**config.mk**
```make
export PLATFORM = sky130hd
export DESIGN_NAME = tmon_ctrl
export DESIGN_NICKNAME = d
export VERILOG_FILES = /design/src/rtl/tmon_pkg.sv /design/src/rtl/tmon_seq.sv /design/src/rtl/tmon_chan.sv /design/src/rtl/tmon_ctrl.sv
export SDC_FILE = /design/constraint.sdc
export NUM_CORES = 1
export LEC_CHECK = 0
export BUFFER_PORTS_ARGS = -buffer_cell sky130_fd_sc_hd__buf_2
export CORE_UTILIZATION = 60
export CTS_CLUSTER_DIAMETER = 120
export DETAILED_ROUTE_END_ITERATION = 6
export GPL_ROUTABILITY_DRIVEN = 0
export GPL_TIMING_DRIVEN = 1
export PLACE_DENSITY_LB_ADDON = 0.05
export SLEW_MARGIN = 20
export SYNTH_ARGS = -nofsm -noshare
export SYNTH_HDL_FRONTEND = slang
export SYNTH_SLANG_ARGS = --single-unit
export TNS_END_PERCENT = 1
```
**constraint.sdc**
```tcl
create_clock -name clk -period 11.85 [get_ports clk]
set_input_delay 1.185 -clock clk [delete_from_list [all_inputs] [get_ports clk]]
set_output_delay 1.185 -clock clk [all_outputs]
set_load 0.02 [all_outputs]
```
**src/rtl/tmon_pkg.sv**
```systemverilog
package tmon_pkg;

    // register offsets (byte addresses)
    localparam logic [11:0] A_CTRL = 12'h004;
    localparam logic [11:0] A_SDEN = 12'h00c;
    localparam logic [11:0] A_ALEN = 12'h014;
    localparam logic [11:0] A_GPIO = 12'h018;
    localparam logic [11:0] A_RSTU = 12'h01c;
    localparam logic [11:0] A_ALPD = 12'h024;
    localparam logic [11:0] A_SDPD = 12'h028;
    localparam logic [11:0] A_DATA = 12'h02c;
    localparam logic [11:0] A_ALTH = 12'h06c;
    localparam logic [11:0] A_SDTH = 12'h10c;
    localparam logic [11:0] A_ALDB = 12'h14c;
    localparam logic [11:0] A_SDDB = 12'h150;
    localparam logic [11:0] A_PNRM = 12'h154;
    localparam logic [11:0] A_PHOT = 12'h158;
    localparam logic [11:0] A_QMAX = 12'h210;

    typedef enum logic {SEQ_IDLE = 1'b0, SEQ_SCAN = 1'b1} seq_st_e;

    // upper half of the write selects which lower bits take the new value
    function automatic logic [15:0] hw_merge(input logic [15:0] cur, input logic [31:0] wd);
        return (cur & ~wd[31:16]) | (wd[15:0] & wd[31:16]);
    endfunction

endpackage

```
**src/rtl/tmon_seq.sv**
```systemverilog
module tmon_seq import tmon_pkg::*; #(
    parameter int NCH = 2,
    parameter int CHW = 1,
    parameter int PW  = 16
) (
    input  logic           clk,
    input  logic           rst_n,
    input  logic           run,
    input  logic           hot,
    input  logic [PW-1:0]  per_norm,
    input  logic [PW-1:0]  per_hot,
    input  logic           adc_valid,
    output logic           adc_req,
    output logic [CHW-1:0] adc_chan,
    output logic           smp_valid
);
    localparam logic [CHW-1:0] LAST = CHW'(NCH - 1);

    typedef struct packed {
        seq_st_e        st;
        logic [CHW-1:0] ch;
        logic [PW-1:0]  cnt;
    } seq_t;

    seq_t q, d;
    logic [PW:0] cnt_inc;
    logic [PW-1:0] per;
    logic expire;

    always_comb begin
        d       = q;
        per     = hot ? per_hot : per_norm;
        cnt_inc = {1'b0, q.cnt} + (PW+1)'(1);
        expire  = cnt_inc >= {1'b0, per};
        if (!run) begin
            d.st  = SEQ_IDLE;
            d.ch  = '0;
            d.cnt = '0;
        end else begin
            d.cnt = expire ? '0 : cnt_inc[PW-1:0];
            if (q.st == SEQ_SCAN && adc_valid) begin
                if (q.ch == LAST) begin
                    d.st = SEQ_IDLE;
                    d.ch = '0;
                end else begin
                    d.ch = q.ch + CHW'(1);
                end
            end
            if (q.st == SEQ_IDLE && expire) begin
                d.st = SEQ_SCAN;
                d.ch = '0;
            end
        end
    end

    always_ff @(posedge clk or negedge rst_n) begin
        if (!rst_n) begin
            q.st  <= SEQ_IDLE;
            q.ch  <= '0;
            q.cnt <= '0;
        end else begin
            q <= d;
        end
    end

    assign adc_req   = (q.st == SEQ_SCAN);
    assign adc_chan  = q.ch;
    assign smp_valid = adc_req && adc_valid;

endmodule

```
**src/rtl/tmon_chan.sv**
```systemverilog
module tmon_chan #(
    parameter int DW = 12,
    parameter int QW = 11,
    parameter int BW = 8
) (
    input  logic          clk,
    input  logic          rst_n,
    input  logic          run,
    input  logic          smp,
    input  logic [DW-1:0] raw,
    input  logic          inv,
    input  logic [QW-1:0] qmax,
    input  logic [DW-1:0] th_al,
    input  logic [DW-1:0] th_sd,
    input  logic [BW-1:0] db_al,
    input  logic [BW-1:0] db_sd,
    output logic [DW-1:0] code,
    output logic          hot,
    output logic          al_hit,
    output logic          sd_hit
);
    typedef struct packed {
        logic [DW-1:0] code;
        logic          hot;
        logic [BW-1:0] cal;
        logic [BW-1:0] csd;
    } chan_t;

    chan_t q, d;
    logic [DW-1:0] smp_code;
    logic over_al, over_sd;
    logic [BW-1:0] need_al, need_sd, n_al, n_sd;

    always_comb begin
        d        = q;
        smp_code = inv ? (DW'(qmax) - raw) : raw;
        over_al  = smp_code >= th_al;
        over_sd  = smp_code >= th_sd;
        need_al  = (db_al == '0) ? BW'(1) : db_al;
        need_sd  = (db_sd == '0) ? BW'(1) : db_sd;
        n_al     = !over_al ? '0 : ((q.cal >= need_al) ? q.cal : q.cal + BW'(1));
        n_sd     = !over_sd ? '0 : ((q.csd >= need_sd) ? q.csd : q.csd + BW'(1));
        al_hit   = run && smp && over_al && (n_al >= need_al);
        sd_hit   = run && smp && over_sd && (n_sd >= need_sd);
        if (!run) begin
            d.hot = 1'b0;
            d.cal = '0;
            d.csd = '0;
        end else if (smp) begin
            d.code = smp_code;
            d.hot  = over_al;
            d.cal  = n_al;
            d.csd  = n_sd;
        end
    end

    always_ff @(posedge clk or negedge rst_n) begin
        if (!rst_n) q <= '0;
        else        q <= d;
    end

    assign code = q.code;
    assign hot  = q.hot;

endmodule

```
**src/rtl/tmon_ctrl.sv**
```systemverilog
module tmon_ctrl import tmon_pkg::*; #(
    parameter int NCH     = 2,
    parameter int DW      = 12,
    parameter int QW      = 11,
    parameter int PW      = 16,
    parameter int BW      = 8,
    parameter int DEF_PER = 3000,
    parameter int DEF_DB  = 4,
    parameter int CHW     = (NCH > 1) ? $clog2(NCH) : 1
) (
    input  logic           clk,
    input  logic           rst_n,
    input  logic           bus_wr,
    input  logic [11:0]    bus_addr,
    input  logic [31:0]    bus_wdata,
    output logic [31:0]    bus_rdata,
    output logic           adc_req,
    output logic [CHW-1:0] adc_chan,
    input  logic           adc_valid,
    input  logic [DW-1:0]  adc_data,
    output logic           irq,
    output logic           shut_gpio,
    output logic           shut_rst
);
    typedef struct packed {
        logic [15:0]            ctrl;
        logic [NCH-1:0]         sden, alen, gpio, rstu, alpd, sdpd;
        logic [NCH-1:0][DW-1:0] thal, thsd;
        logic [BW-1:0]          dbal, dbsd;
        logic [PW-1:0]          pnrm, phot;
        logic [QW-1:0]          qmax;
    } regs_t;

    regs_t q, d;
    logic [NCH-1:0]         al_hit, sd_hit, hot;
    logic [NCH-1:0][DW-1:0] code;
    logic                   smp_v;
    logic                   run_w, inv_w, pol_w, act_g, act_r;
    logic [NCH-1:0]         alpd_w, sdpd_w, gpio_w;

    assign run_w  = q.ctrl[0];
    assign inv_w  = q.ctrl[1];
    assign pol_w  = q.ctrl[8];
    assign alpd_w = q.alpd;
    assign sdpd_w = q.sdpd;
    assign gpio_w = q.gpio;

    tmon_seq #(.NCH(NCH), .CHW(CHW), .PW(PW)) u_seq (
        .clk(clk), .rst_n(rst_n), .run(run_w), .hot(|hot),
        .per_norm(q.pnrm), .per_hot(q.phot), .adc_valid(adc_valid),
        .adc_req(adc_req), .adc_chan(adc_chan), .smp_valid(smp_v)
    );

    for (genvar c = 0; c < NCH; c++) begin : g_ch
        tmon_chan #(.DW(DW), .QW(QW), .BW(BW)) u_ch (
            .clk(clk), .rst_n(rst_n), .run(run_w),
            .smp(smp_v && (adc_chan == CHW'(c))), .raw(adc_data),
            .inv(inv_w), .qmax(q.qmax), .th_al(q.thal[c]), .th_sd(q.thsd[c]),
            .db_al(q.dbal), .db_sd(q.dbsd), .code(code[c]), .hot(hot[c]),
            .al_hit(al_hit[c]), .sd_hit(sd_hit[c])
        );
    end

    // next register state: bus writes first, hardware sets last so they win
    always_comb begin
        d = q;
        if (bus_wr) begin
            case (bus_addr)
                A_CTRL: d.ctrl = hw_merge(q.ctrl, bus_wdata) & 16'h0103;
                A_SDEN: d.sden = NCH'(hw_merge(16'(q.sden), bus_wdata));
                A_ALEN: d.alen = NCH'(hw_merge(16'(q.alen), bus_wdata));
                A_GPIO: d.gpio = NCH'(hw_merge(16'(q.gpio), bus_wdata));
                A_RSTU: d.rstu = NCH'(hw_merge(16'(q.rstu), bus_wdata));
                A_ALPD: d.alpd = q.alpd & ~bus_wdata[NCH-1:0];
                A_SDPD: d.sdpd = q.sdpd & ~bus_wdata[NCH-1:0];
                A_ALDB: d.dbal = bus_wdata[BW-1:0];
                A_SDDB: d.dbsd = bus_wdata[BW-1:0];
                A_PNRM: d.pnrm = bus_wdata[PW-1:0];
                A_PHOT: d.phot = bus_wdata[PW-1:0];
                A_QMAX: d.qmax = bus_wdata[QW-1:0];
                default: ;
            endcase
            for (int c = 0; c < NCH; c++) begin
                if (bus_addr == A_ALTH + 12'(4*c)) d.thal[c] = bus_wdata[DW-1:0];
                if (bus_addr == A_SDTH + 12'(4*c)) d.thsd[c] = bus_wdata[DW-1:0];
            end
        end
        d.alpd = d.alpd | al_hit;
        d.sdpd = d.sdpd | (sd_hit & q.sden);
    end

    always_ff @(posedge clk or negedge rst_n) begin
        if (!rst_n) begin
            q      <= '0;
            q.thal <= '1;
            q.thsd <= '1;
            q.dbal <= BW'(DEF_DB);
            q.dbsd <= BW'(DEF_DB);
            q.pnrm <= PW'(DEF_PER);
            q.phot <= PW'(DEF_PER);
            q.qmax <= '1;
        end else begin
            q <= d;
        end
    end

    always_comb begin
        bus_rdata = '0;
        case (bus_addr)
            A_CTRL: bus_rdata = 32'(q.ctrl);
            A_SDEN: bus_rdata = 32'(q.sden);
            A_ALEN: bus_rdata = 32'(q.alen);
            A_GPIO: bus_rdata = 32'(q.gpio);
            A_RSTU: bus_rdata = 32'(q.rstu);
            A_ALPD: bus_rdata = 32'(q.alpd);
            A_SDPD: bus_rdata = 32'(q.sdpd);
            A_ALDB: bus_rdata = 32'(q.dbal);
            A_SDDB: bus_rdata = 32'(q.dbsd);
            A_PNRM: bus_rdata = 32'(q.pnrm);
            A_PHOT: bus_rdata = 32'(q.phot);
            A_QMAX: bus_rdata = 32'(q.qmax);
            default: ;
        endcase
        for (int c = 0; c < NCH; c++) begin
            if (bus_addr == A_DATA + 12'(4*c)) bus_rdata = 32'(code[c]);
            if (bus_addr == A_ALTH + 12'(4*c)) bus_rdata = 32'(q.thal[c]);
            if (bus_addr == A_SDTH + 12'(4*c)) bus_rdata = 32'(q.thsd[c]);
        end
    end

    assign irq       = |(q.alpd & q.alen);
    assign act_g     = |(q.sdpd & q.gpio);
    assign act_r     = |(q.sdpd & q.rstu);
    assign shut_gpio = pol_w ? act_g : ~act_g;
    assign shut_rst  = pol_w ? act_r : ~act_r;

endmodule

```
======== Word-level counts from Yosys, hierarchy flattened ========
Index checks and enable logic that the tools add are counted.
operators by class
  $add $sub $neg .......................... 7
  magnitude comparators ................... 13
  eq/ne operators ......................... 22
  mux-type cells .......................... 43
  bitwise operators ....................... 25
  reductions and logical operators ........ 37
operator list
  cell                     count
  $pmux W16 S12            1
  $mux W32                 5
  $mux W111                1
  $mux W8                  12
  $mux W16                 5
  $eq A12 B9 Y1 const B    6
  $mux W17                 4
  $ge A8 B8 Y1             8
  $mux W12                 5
  $eq A12 B6 Y1 const B    4
  $ge A12 B12 Y1           4
  $eq A12 B5 Y1 const B    3
  $reduce_and A2 Y1        17
  $add A8 B1 Y8 const B    4
  $eq A12 B7 Y1 const B    2
  $and A2 B2 Y2            10
  $and A9 B9 Y9            2
  $mux W18                 1
  $add A16 B1 Y17 const B  1
  $ge A17 B16 Y1           1
  $logic_not A8 Y1         2
  $logic_and A1 B1 Y1      14
  $eq A12 B10 Y1 const B   1
  $eq A12 B3 Y1 const B    1
  other kinds (14)         33
word-level totals
  bits in registers ....................... 198
  input bits .............................. 60
  output and inout port bits .............. 37
  word-level logic and storage cells ...... 174

======== Depth between registers and ports, before layout ========
Gate-level depths: netlist of the first run.
  word-level depth ........................ 9
  gate-level depth with buffers ........... 25
  gate-level depth less buffers ........... 25

======== Hierarchy ========
From an unflattened synthesis of the first run, not the netlist that was laid out.
second synthesis, totals
  cells, all modules ...................... 1,586
  area total of the unflattened synthesis .. 15,461.1 µm²
by module, submodules not included
  module                     instances  cells each  area each (µm²)  sequential area each (µm²)
  tmon_ctrl                  1          531         6,527.5          3,146.8
  tmon_chan at g_ch[1].u_ch  1          459         3,744.8          725.7
  tmon_chan at g_ch[0].u_ch  1          454         3,739.8          725.7
  tmon_seq                   1          142         1,448.9          450.4

======== Worst setup path before layout of the first run ========
No wires, ideal clock.
  path kind ............................... input-to-reg
  start ................................... in adc_data[2]
  end ..................................... reg q (netlist bit sdpd_w[1])
  library setup time ...................... 0.135 ns
  arrival ................................. 5.435 ns
  setup slack ............................. 6.281 ns
  cell stages on the path ................. 22
  path buffers ............................ 0
  path through ............................ inv_1 > ha_1 > nor2b_1 > o31a_1 > o211ai_1 > a21oi_1 > a2111oi_0 > xor2_1 > mux2i_1 > ha_1 > o2111ai_1 > o21ai_0 > a21oi_1 > nand2b_1 > ha_1 > nand2b_1 > a21o_1 > a21o_1 > a21oi_1 > nor2_1 > a2111oi_0 > o31ai_1
RTL lines
  item             line             text
  start, declared  tmon_ctrl.sv:20  input logic [DW-1:0] adc_data,
  end, declared    tmon_ctrl.sv:34  regs_t q, d;

==> impl_metrics.env, run 1 <==
export IMPL_seq_area_frac_synth_pct=36.0
export IMPL_skew_ps=20.7
export IMPL_cts_setup_buffers=0
export IMPL_worstReg2RegEnd="sdpd_w[1]"
export IMPL_cp_end_kind="flop"
export IMPL_numClockSinks=198
export IMPL_drtIter0Drc=981
export IMPL_worstPathMaxFanout=8
export IMPL_drt_vias_per_instance=6.23
export IMPL_tns_ps=0
export IMPL_drt_total_wl_mm=37.7
export IMPL_netlist_area_sq_mm=0.0140
export IMPL_drive_above_1_share_pct=22.2
export IMPL_pwr_share_comb_pct=8.5
export IMPL_clockBufferDepth=2
export IMPL_setup_slack_ps=5380
export IMPL_core_area_sq_mm=0.0228
export IMPL_die_w_um=155
export IMPL_synth_edf_count=0
export IMPL_crit_buf_inv=3
export IMPL_slew_headroom_pct=27.7
export IMPL_grt_max_degree=72
export IMPL_yosys_area_top_type="dfrtp_1"
export IMPL_switching_share_pct=27.3
export IMPL_area_growth_syn_to_layout_pct=8.08
export IMPL_crit_slowest_cell="a21oi_1"
export IMPL_netlist_instances=1434
export IMPL_worstPathRequired_ps=12150
export IMPL_grt_first_pass_wirelength_mm=60.1
export IMPL_ys_flop_type="dfrtp_1"
export IMPL_cp_slowest_stage_delay_ps=800
export IMPL_clkPwrFrac_pct=42.9
export IMPL_routedWlPerCell_um=20.9
export IMPL_firstDrtPassIters=7
export IMPL_cts_inserted_buffers=17
export IMPL_crit_path_start_kind="input port"
export IMPL_r2r_start="q[1]"
export IMPL_p_sw_mw=0.381
export IMPL_post_place_ws_ps=5100
export IMPL_drt_drc_violations_left=0
export IMPL_antenna_found_initial=0
export IMPL_crit_type="in -> reg"
export IMPL_cts_clk_slew_worst_paths_ps=80
export IMPL_synth_seq_cells=198
export IMPL_synthAdderAreaFrac_pct=13.0
export IMPL_p_per_area_mw_per_mm2=92.2
export IMPL_max_slew_worst_pin_slew_ps=1080
export IMPL_synth_top_family_by_area="compound AO/OA/AOI/OAI gates"
export IMPL_ctsResizeCount=0
export IMPL_die_area_sq_mm=0.0240
export IMPL_cp_startpoint="adc_data[1]"
export IMPL_hold_viol_final=0
export IMPL_critPathCapture="sdpd_w[1]"
export IMPL_fin_crit_sh_pct=54.6
export IMPL_grt_overflow_total=0
export IMPL_syn_area_per_cell_sq_um=9.79
export IMPL_row_count=55
export IMPL_post_place_cells=1773
export IMPL_min_period_ps=6470
export IMPL_cp_top_family="compound AO/OA/AOI/OAI gates"
export IMPL_status="completed"
export IMPL_vias=11244
export IMPL_htree_num_levels=4
export IMPL_n_antenna_cell=0
export IMPL_synth_mux_area_fraction_pct=13.1
export IMPL_worst_path_most_repeated_cell="a21oi_1"
export IMPL_synthXorXnorAreaFrac_pct=3.18
export IMPL_grtUsageMet2_pct=52.9
export IMPL_antenna_left=0
export IMPL_path_cells="buf_2 -> inv_1 -> ha_1 -> nor2b_1 -> o31ai_1 -> a21oi_1 -> a311oi_1 -> xnor2_1 -> mux2i_1 -> inv_1 -> ha_1 -> a21o_1 -> a21oi_1 -> o21ai_0 -> a21oi_1 -> nand2b_1 -> ha_1 -> nand2b_1 -> a21o_1 -> a21o_1 -> a21oi_1 -> nor2_1 -> a2111oi_0 -> o31ai_1"
export IMPL_crit_cells=24
export IMPL_rsz0062_at_grt="no"
export IMPL_grt_pass1_vias=10996
export IMPL_layoutNonFillerInstCount=1805
export IMPL_placed_area_sq_mm=0.0146
export IMPL_synth_top_cell_area_share_pct=21.9
export IMPL_place_hpwl_mm=28.5
export IMPL_min_path_type="reg -> reg"
export IMPL_die_h_um=155
export IMPL_portBuffers=67
export IMPL_internal_power_mw=1.02
export IMPL_cts_tree="done"
export IMPL_drv_cap=0
export IMPL_ys_warn_count=0
export IMPL_reg2reg_depth=22
export IMPL_busiest_layer="met2"
export IMPL_clock_latency_ps=460
export IMPL_ys_async_sr_fraction_pct=100
export IMPL_postLayoutCellArea_sq_mm=0.0152
export IMPL_leakage_nw=6.94
export IMPL_clock_fmax_ghz=0.154
export IMPL_p_seq_share_pct=48.7
export IMPL_grt_use_met1_pct=44.2
export IMPL_synth_area_leaders="dfrtp_1, dfstp_2, ha_1"
export IMPL_slew_viol_final=0
export IMPL_setup_violations=0
export IMPL_final_nets=1684
export IMPL_grtUsageTotal_pct=32.7
export IMPL_synth_cell_types=77
export IMPL_synth_compound_area_share_pct=15.7
export IMPL_synthSimpleGateAreaFrac_pct=13.8
export IMPL_initial_core_util_pct=61.6
export IMPL_cts_root_buffer="clkbuf_16"
export IMPL_holdBufCountCts=0
export IMPL_met3_usage_pct=4.71
export IMPL_boundaryPins=97
export IMPL_timing_hold_ws_ps=488
export IMPL_synth_most_common_cell="ha_1"
export IMPL_cp_arrival_ps=6780
export IMPL_vdd_drop_max_v=0.0000900
export IMPL_synth_commonest_cells="ha_1, dfrtp_1, mux2_2, inv_1, nor2_1"
export IMPL_rrSetupSlack_ps=5800
-- cells by family after synthesis --
logic type      count (synthesis)
compound gates                335
xor+xnor                       51
fa+ha+maj                     145
buf+inv                       171
flops                         198
mux                           160
other cells                     1
simple gates                  373
-- per-layer routing --
layer	wire length [um]	part of all wire (%)
met1	16500	44
met4	1220	3.2
met5	0	0
met2	17500	47
met3	2360	6.3
-- sequential cells by signal (all words and copies together) (netlist names), named ones only --
signal	cells
alpd_w	2
u_seq.adc_req	1
g_ch.u_ch.hot	2
sdpd_w	2
u_seq.adc_chan	1
q	107
u_seq.q	16
g_ch.u_ch.q	32
g_ch.u_ch.code	24
-- cell usage in the layout (no fill, tap or decap), types with 9 or more instances in the layout --
cell type and instances:
ha_1 144, dfrtp_1 123, mux2_2 109, inv_1 104
nor2_1 91, o21ai_0 88, nand2_1 85, dfstp_2 75
buf_2 66, a21oi_1 60, nand3_1 51, mux2i_1 31
nor2b_1 29, xor2_1 27, a22oi_1 26, xnor2_1 24
a21o_1 20, nand4_1 20, mux2_4 20, nand2b_1 17
clkbuf_16 17, o21a_1 16, conb_1 16, and3_1 15
o31ai_1 15, a31oi_1 14, nor3_1 13, a22o_1 12
a2111oi_0 11, a211oi_1 10, buf_4 10, o22ai_1 9
-- power groups by stage --
stage | clock [mW] | sequential (mW) | combinational, mW
floorplan | 0 | 0.692 | 0.0696
global placement | 0 | 0.693 | 0.115
detailed placement | 0 | 0.693 | 0.117
CTS | 0.610 | 0.681 | 0.118
global route | 0.631 | 0.681 | 0.132
finish | 0.600 | 0.681 | 0.118
-- worst reg2reg max path: stages (launching register included) --
cell and delay [ps]:
dfstp_2 570, ha_1 230, nor2b_1 140, o31ai_1 450, a21oi_1 230, a311oi_1 370
xnor2_1 110, mux2i_1 340, inv_1 190, ha_1 330, a21o_1 210, a21oi_1 150
o21ai_0 110, a21oi_1 800, nand2b_1 210, ha_1 220, nand2b_1 140, a21o_1 170
a21o_1 170, a21oi_1 150, nor2_1 70, a2111oi_0 440, o31ai_1 130
-- metrics by stage --
step	power (mW)	utilization, %
6_report	1.40	66.6
3_5_place_dp	0.810	64.0
4_1_cts	1.41	66.6
5_1_grt	1.44	66.6
3_3_place_gp	0.808	64.0
2_1_floorplan	0.762	-
-- area by class of cell --
class	instances	area, sq um
tap	313	392
timing repair buffer	77	419
sequential	198	5050
multi-input combinational	1080	8330
clock buffer	18	429
clock inverter	14	165
fill	1839	7600
inverter	105	394
-- how the worst min path moves through the flow --
stage,slack [ps],cells past startpoint,startpoint,to
final,490,2,g_ch[0].u_ch.code[6],g_ch[0].u_ch.code[6]
after global routing,510,2,g_ch[0].u_ch.code[9],g_ch[0].u_ch.code[9]
after CTS,490,2,g_ch[0].u_ch.code[11],g_ch[0].u_ch.code[11]
after detailed placement,470,2,g_ch[0].u_ch.code[11],g_ch[0].u_ch.code[11]
after global placement,460,2,g_ch[1].u_ch.code[6],g_ch[1].u_ch.code[6]
after floorplan,440,2,g_ch[0].u_ch.code[0],g_ch[0].u_ch.code[0]
Note: power is estimated with default switching activity, not from simulation.
==> run 2, diff against run 1 <==
CORE_UTILIZATION = 56   (was 60)
clock period = 5.2 ns   (was 11.85 ns; I/O delays follow)
==> run 2 against run 1 <==
Net effect: register-to-register slack worse by 5500 ps; setup slack got worse by 5100 ps; total power rose by 140%; global-route usage is 0.99 points lower; first-iteration DRC count is 1.8% lower; largest power group unchanged; non-clock buffer count increased by 48.
==> impl_metrics.env, run 2 (synthesis results as in run 1) <==
export IMPL_post_place_ws_ps=-231
export IMPL_multiInputGateArea_sq_mm=0.00846
export IMPL_cp_end_kind="flop"
export IMPL_switching_share_pct=27.3
export IMPL_rrSetupSlack_ps=280
export IMPL_utilization_pct=64.4
export IMPL_cts_clk_slew_worst_paths_ps=80
export IMPL_timing_hold_ws_ps=152
export IMPL_reg2reg_depth=25
export IMPL_die_h_um=160
export IMPL_clock_latency_ps=460
export IMPL_htree_num_levels=4
export IMPL_skew_ps=14.7
export IMPL_layout_commonest_cell="ha_1"
export IMPL_slew_headroom_pct=23.3
export IMPL_hold_viol_final=0
export IMPL_regMostFlops="q"
export IMPL_leakage_nw=7.21
export IMPL_layoutNonFillerInstCount=1866
export IMPL_slew_viol_final=0
export IMPL_firstDrtPassIters=6
export IMPL_max_slew_worst_pin_slew_ps=1150
export IMPL_worst_path_most_repeated_cell="a21o_1"
export IMPL_min_path_type="in -> async"
export IMPL_p_seq_share_pct=47.1
export IMPL_core_area_sq_mm=0.0245
export IMPL_initial_core_util_pct=57.4
export IMPL_internal_power_mw=2.40
export IMPL_drtIter0Drc=963
export IMPL_cts_inserted_buffers=17
export IMPL_die_w_um=160
export IMPL_row_count=57
export IMPL_r2r_start="q[0]"
export IMPL_antenna_left=0
export IMPL_setup_slack_ps=281
export IMPL_regArea_sq_mm=0.00505
export IMPL_boundaryPins=97
export IMPL_crit_type="reg -> reg"
export IMPL_cp_startpoint="q[0]"
export IMPL_clock_fmax_ghz=0.203
export IMPL_routedWlPerCell_um=21.2
export IMPL_cts_tree="done"
export IMPL_die_area_sq_mm=0.0257
export IMPL_grt_pass1_vias=11139
export IMPL_numClockSinks=198
export IMPL_grt_overflow_total=0
export IMPL_drt_drc_violations_left=0
export IMPL_cp_arrival_ps=5240
export IMPL_area_growth_syn_to_layout_pct=12.2
export IMPL_status="completed"
export IMPL_crit_buf_inv=3
export IMPL_vdd_drop_max_v=0.000170
export IMPL_worstReg2RegEnd="sdpd_w[0]"
export IMPL_p_sw_mw=0.901
export IMPL_grt_max_degree=95
export IMPL_drive_above_1_share_pct=26.6
export IMPL_crit_cells=25
export IMPL_largest_register_ffs=107
export IMPL_post_place_cells=1829
export IMPL_setup_violations=0
export IMPL_clockBufferDepth=2
export IMPL_holdBufCountCts=0
export IMPL_p_per_area_mw_per_mm2=209
export IMPL_pwr_share_comb_pct=9.5
export IMPL_n_fill_cell=2058
export IMPL_cp_top_family="compound AO/OA/AOI/OAI gates"
export IMPL_critPathCapture="sdpd_w[0]"
export IMPL_final_nets=1732
export IMPL_worstPathMaxFanout=4
export IMPL_vias=11621
export IMPL_cp_slowest_stage_delay_ps=550
export IMPL_clkPwrFrac_pct=43.4
export IMPL_layout_common_cells="ha_1, dfrtp_1, mux2_2"
export IMPL_min_period_ps=4920
export IMPL_cts_root_buffer="clkbuf_16"
export IMPL_drt_total_wl_mm=39.6
export IMPL_crit_path_start_kind="flop"
export IMPL_drv_cap=0
export IMPL_grt_first_pass_wirelength_mm=62.2
export IMPL_antenna_found_initial=1
export IMPL_drt_vias_per_instance=6.23
export IMPL_place_hpwl_mm=29.7
export IMPL_portBuffers=67
export IMPL_fin_crit_sh_pct=94.6
export IMPL_crit_slowest_cell="dfstp_2"
export IMPL_worstPathRequired_ps=5520
export IMPL_grtUsageTotal_pct=31.7
## run 2: changes by cell type in the layout (fill, tap and decap cells not counted), sizes merged
cell | previous run | this run
clkinv | 8 | 5
inv | 110 | 112
buf | 76 | 124
diode | 0 | 2
clkbuf | 19 | 20
## run 2: power groups by stage
stage               clock network, mW  logic, mW  registers (mW)
floorplan                           0      0.159            1.58
global placement                    0      0.290            1.58
detailed placement                  0      0.294            1.58
CTS                              1.45      0.297            1.55
global route                     1.50      0.345            1.55
finish                           1.43      0.315            1.55
## run 2: worst min path at each step
stage	from	end	slack [ps]	depth (start not counted)
after detailed placement	g_ch[1].u_ch.code[4]	g_ch[1].u_ch.code[4]	470	2
after global placement	g_ch[1].u_ch.code[2]	g_ch[1].u_ch.code[2]	460	2
final	rst_n	g_ch[1].u_ch.q[13]	150	1
after floorplan	rst_n	asynchronous set/reset pin	220	0
after CTS	rst_n	g_ch[1].u_ch.q[13]	180	1
after global routing	rst_n	g_ch[1].u_ch.q[9]	220	1
## run 2: cell type report
| type | count | area share [%] |
|---|---|---|
| multi-input combinational | 1080 | 53.7 |
| clock inverter | 13 | 1.06 |
| timing repair buffer | 125 | 5.13 |
| antenna | 2 | 0.0318 |
| clock buffer | 19 | 2.95 |
| tap | 324 | 2.57 |
| sequential | 198 | 32.0 |
| inverter | 105 | 2.50 |
## run 2: repair_timing
item,4_1_cts,5_1_grt
resized for setup,3,38
setup endpoints to repair,2,5
hold endpoints to repair,0,0
buffers inserted,0,3
pin swaps,0,16
## run 2: layer usage
| metal | part of all wire [%] | routed length, um | vias up | global-route usage (%) |
|---|---|---|---|---|
| met5 | 0 | 0 | - | 0 |
| met4 | 3.1 | 1230 | 0 | 12.6 |
| met3 | 6.2 | 2460 | 77 | 4.78 |
| met2 | 47 | 18700 | 395 | 51.4 |
| met1 | 43 | 17200 | 5732 | 42.6 |
| li1 | - | - | 5417 | - |
## run 2: metrics by stage
stage,TNS [ps],area (sq um),total power [mW]
after CTS,0,15600,3.29
final,0,15800,3.30
after floorplan,0,14100,1.74
after global routing,-4.68,15700,3.40
after detailed placement,-598,14900,1.87
after global placement,-400,14900,1.87
## run 2: worst register-to-register path: cells and delay by family, from the launching register on
kind	cells	cell delay (ps)
AND/OR/NAND/NOR	4	480
buffers and inverters	3	280
AO/OA/AOI/OAI	12	2010
XOR/XNOR	1	120
flip-flops	1	550
adder cells (fa/ha/maj)	4	1070
multiplexers	1	270
==> run 3, diff against run 2 <==
PLACE_DENSITY_LB_ADDON = 0.15   (was 0.05)
==> run 3 against run 2 <==
Net effect: the flow now finishes with violations (DRC); largest power group unchanged; cell area shrank 0.73%; hold slack lost 5.0 ps; first-iteration DRC count shrank 0.31%; highest routed layer unchanged; total power shrank 3.6%; non-clock buffer count grew 6; critical path depth shrank 1; wire length is essentially flat; largest cell class unchanged; setup slack lost 90 ps; combinational power is essentially flat.
==> impl_metrics.env, run 3 (synthesis results as in run 1) <==
export IMPL_status="complete, but fails checks"
export IMPL_failed_checks="DRC"
export IMPL_drt_vias_per_instance=6.21
export IMPL_path_cells="ha_1 -> nor2b_2 -> o31a_1 -> o211ai_1 -> a21oi_2 -> a2111oi_2 -> xor2_1 -> mux2i_2 -> buf_4 -> ha_1 -> nor2_2 -> nand2_1 -> a221oi_2 -> o31a_1 -> o21bai_2 -> nand2b_1 -> ha_1 -> nand2b_1 -> a21o_1 -> a21o_1 -> a211oi_2 -> o21ai_2 -> a21oi_1 -> o21ai_0"
export IMPL_routedLengthMet1_mm=17.0
export IMPL_worstPathRequired_ps=5510
export IMPL_fin_crit_sh_pct=96.3
export IMPL_drv_cap=0
export IMPL_drive_above_1_share_pct=25.9
export IMPL_largest_register_ffs=107
export IMPL_holdBufCountCts=0
export IMPL_core_area_sq_mm=0.0245
export IMPL_grt_first_pass_wirelength_mm=62.0
export IMPL_clock_fmax_ghz=0.200
export IMPL_cp_slowest_stage_delay_ps=570
export IMPL_hold_viol_final=0
export IMPL_crit_buf_inv=1
export IMPL_n_antenna_cell=0
export IMPL_slew_viol_final=0
export IMPL_clkPwrFrac_pct=41.4
export IMPL_area_growth_syn_to_layout_pct=11.4
export IMPL_setup_violations=0
export IMPL_highest_layer="met4"
export IMPL_crit_type="reg -> reg"
export IMPL_boundaryPins=97
export IMPL_die_w_um=160
export IMPL_slew_headroom_pct=31.0
export IMPL_cts_clk_slew_worst_paths_ps=80
export IMPL_place_hpwl_mm=29.6
export IMPL_cts_root_buffer="clkbuf_16"
export IMPL_p_sw_mw=0.878
export IMPL_cp_arrival_ps=5320
export IMPL_numClockSinks=198
export IMPL_max_slew_worst_pin_slew_ps=1030
export IMPL_die_area_sq_mm=0.0257
export IMPL_drtIter0Drc=960
export IMPL_leakage_nw=7.19
export IMPL_grt_max_degree=111
export IMPL_grt_pass1_vias=11102
export IMPL_min_period_ps=5010
export IMPL_crit_slowest_cell="dfstp_2"
export IMPL_postLayoutCellArea_sq_mm=0.0156
export IMPL_p_per_area_mw_per_mm2=203
export IMPL_utilization_pct=63.9
export IMPL_layout_commonest_cell="ha_1"
export IMPL_die_h_um=160
export IMPL_pwr_share_comb_pct=9.8
export IMPL_cts_tree="done"
export IMPL_grtUsageTotal_pct=31.3
export IMPL_firstDrtPassIters=7
export IMPL_p_seq_share_pct=48.8
export IMPL_antenna_left=0
export IMPL_rrSetupSlack_ps=190
export IMPL_drt_drc_violations_left=14
export IMPL_regMostFlops="q"
export IMPL_htree_num_levels=4
export IMPL_cp_end_kind="flop"
export IMPL_row_count=57
export IMPL_placed_area_sq_mm=0.0149
export IMPL_wl_met3_mm=2.81
export IMPL_cts_inserted_buffers=17
export IMPL_initial_core_util_pct=57.4
export IMPL_power_total_mw=3.18
export IMPL_worstPathMaxFanout=3
export IMPL_vias=11611
export IMPL_min_path_type="in -> async"
export IMPL_final_nets=1738
export IMPL_vdd_drop_max_v=0.000231
export IMPL_clock_latency_ps=450
export IMPL_worst_path_most_repeated_cell="ha_1"
export IMPL_internal_power_mw=2.30
export IMPL_grt_overflow_total=0
export IMPL_routedWlPerCell_um=21.2
export IMPL_crit_path_start_kind="flop"
export IMPL_skew_ps=14.2
export IMPL_switching_share_pct=27.6
export IMPL_drt_total_wl_mm=39.6
export IMPL_antenna_found_initial=0
export IMPL_wl_met2_mm=18.3
export IMPL_layout_common_cells="ha_1, dfrtp_1, mux2_2"
export IMPL_clockBufferDepth=2
export IMPL_portBuffers=67
export IMPL_cp_top_family="compound AO/OA/AOI/OAI gates"
[run 3: per-stage QoR]
stage | setup slack [ps] | hold slack, ps | instances | TNS (ps)
floorplan | 296 | 224 | 1449 | 0
global placement | -123 | 462 | 1829 | -253
detailed placement | -287 | 471 | 1829 | -755
CTS | 5.69 | 226 | 1861 | 0
global route | -25.0 | 259 | 1870 | -29.9
finish | 191 | 147 | 1870 | 0
[run 3: worst reg2reg max path, delay by kind of cell, from the launching register on]
family	cells	cell delay [ps]
compound gates	13	2470
fa+ha+maj	3	650
simple gates	5	620
flops	1	570
xor+xnor	1	270
buf+inv	1	170
mux	1	140
[run 3: power by group through the flow]
stage	Combinational (mW)	Clock [mW]	Sequential [mW]
after floorplan	0.159	0	1.58
after global placement	0.290	0	1.58
after detailed placement	0.297	0	1.58
after CTS	0.301	1.33	1.55
after global routing	0.341	1.40	1.55
final	0.312	1.31	1.55
[run 3: cell type report]
class                      instances  area (sq um)
fill                            2054          8820
inverter                         105           394
clock buffer                      18           429
sequential                       198          5050
multi-input combinational       1080          8390
clock inverter                    14           138
tap                              324           405
timing repair buffer             131           837
[run 3: worst paths after layout]
kind                                      start                    to  depth (start not counted)
setup / recovery                           q[2]             sdpd_w[0]                         24
max in group asynchronous                 rst_n                 q[72]                          2
min in group clk                  bus_wdata[14]                 q[25]                          2
hold reg to reg            g_ch[0].u_ch.code[7]  g_ch[0].u_ch.code[7]                          2
setup reg to reg                           q[2]             sdpd_w[0]                         24
hold / removal                            rst_n    g_ch[1].u_ch.q[15]                          1
[run 3: layer usage]
| metal | up-vias | global-route usage, % |
|---|---|---|
| met3 | 89 | 5.76 |
| met2 | 455 | 50.4 |
| met4 | 0 | 12.5 |
| met1 | 5659 | 41.8 |
| li1 | 5408 | - |
| met5 | - | 0 |
[run 3: repair_timing]
action                     in CTS  in global routing
pin swaps                       0                 18
setup buffers                   0                  9
setup endpoints to repair       2                  4
gates resized for setup         3                 23
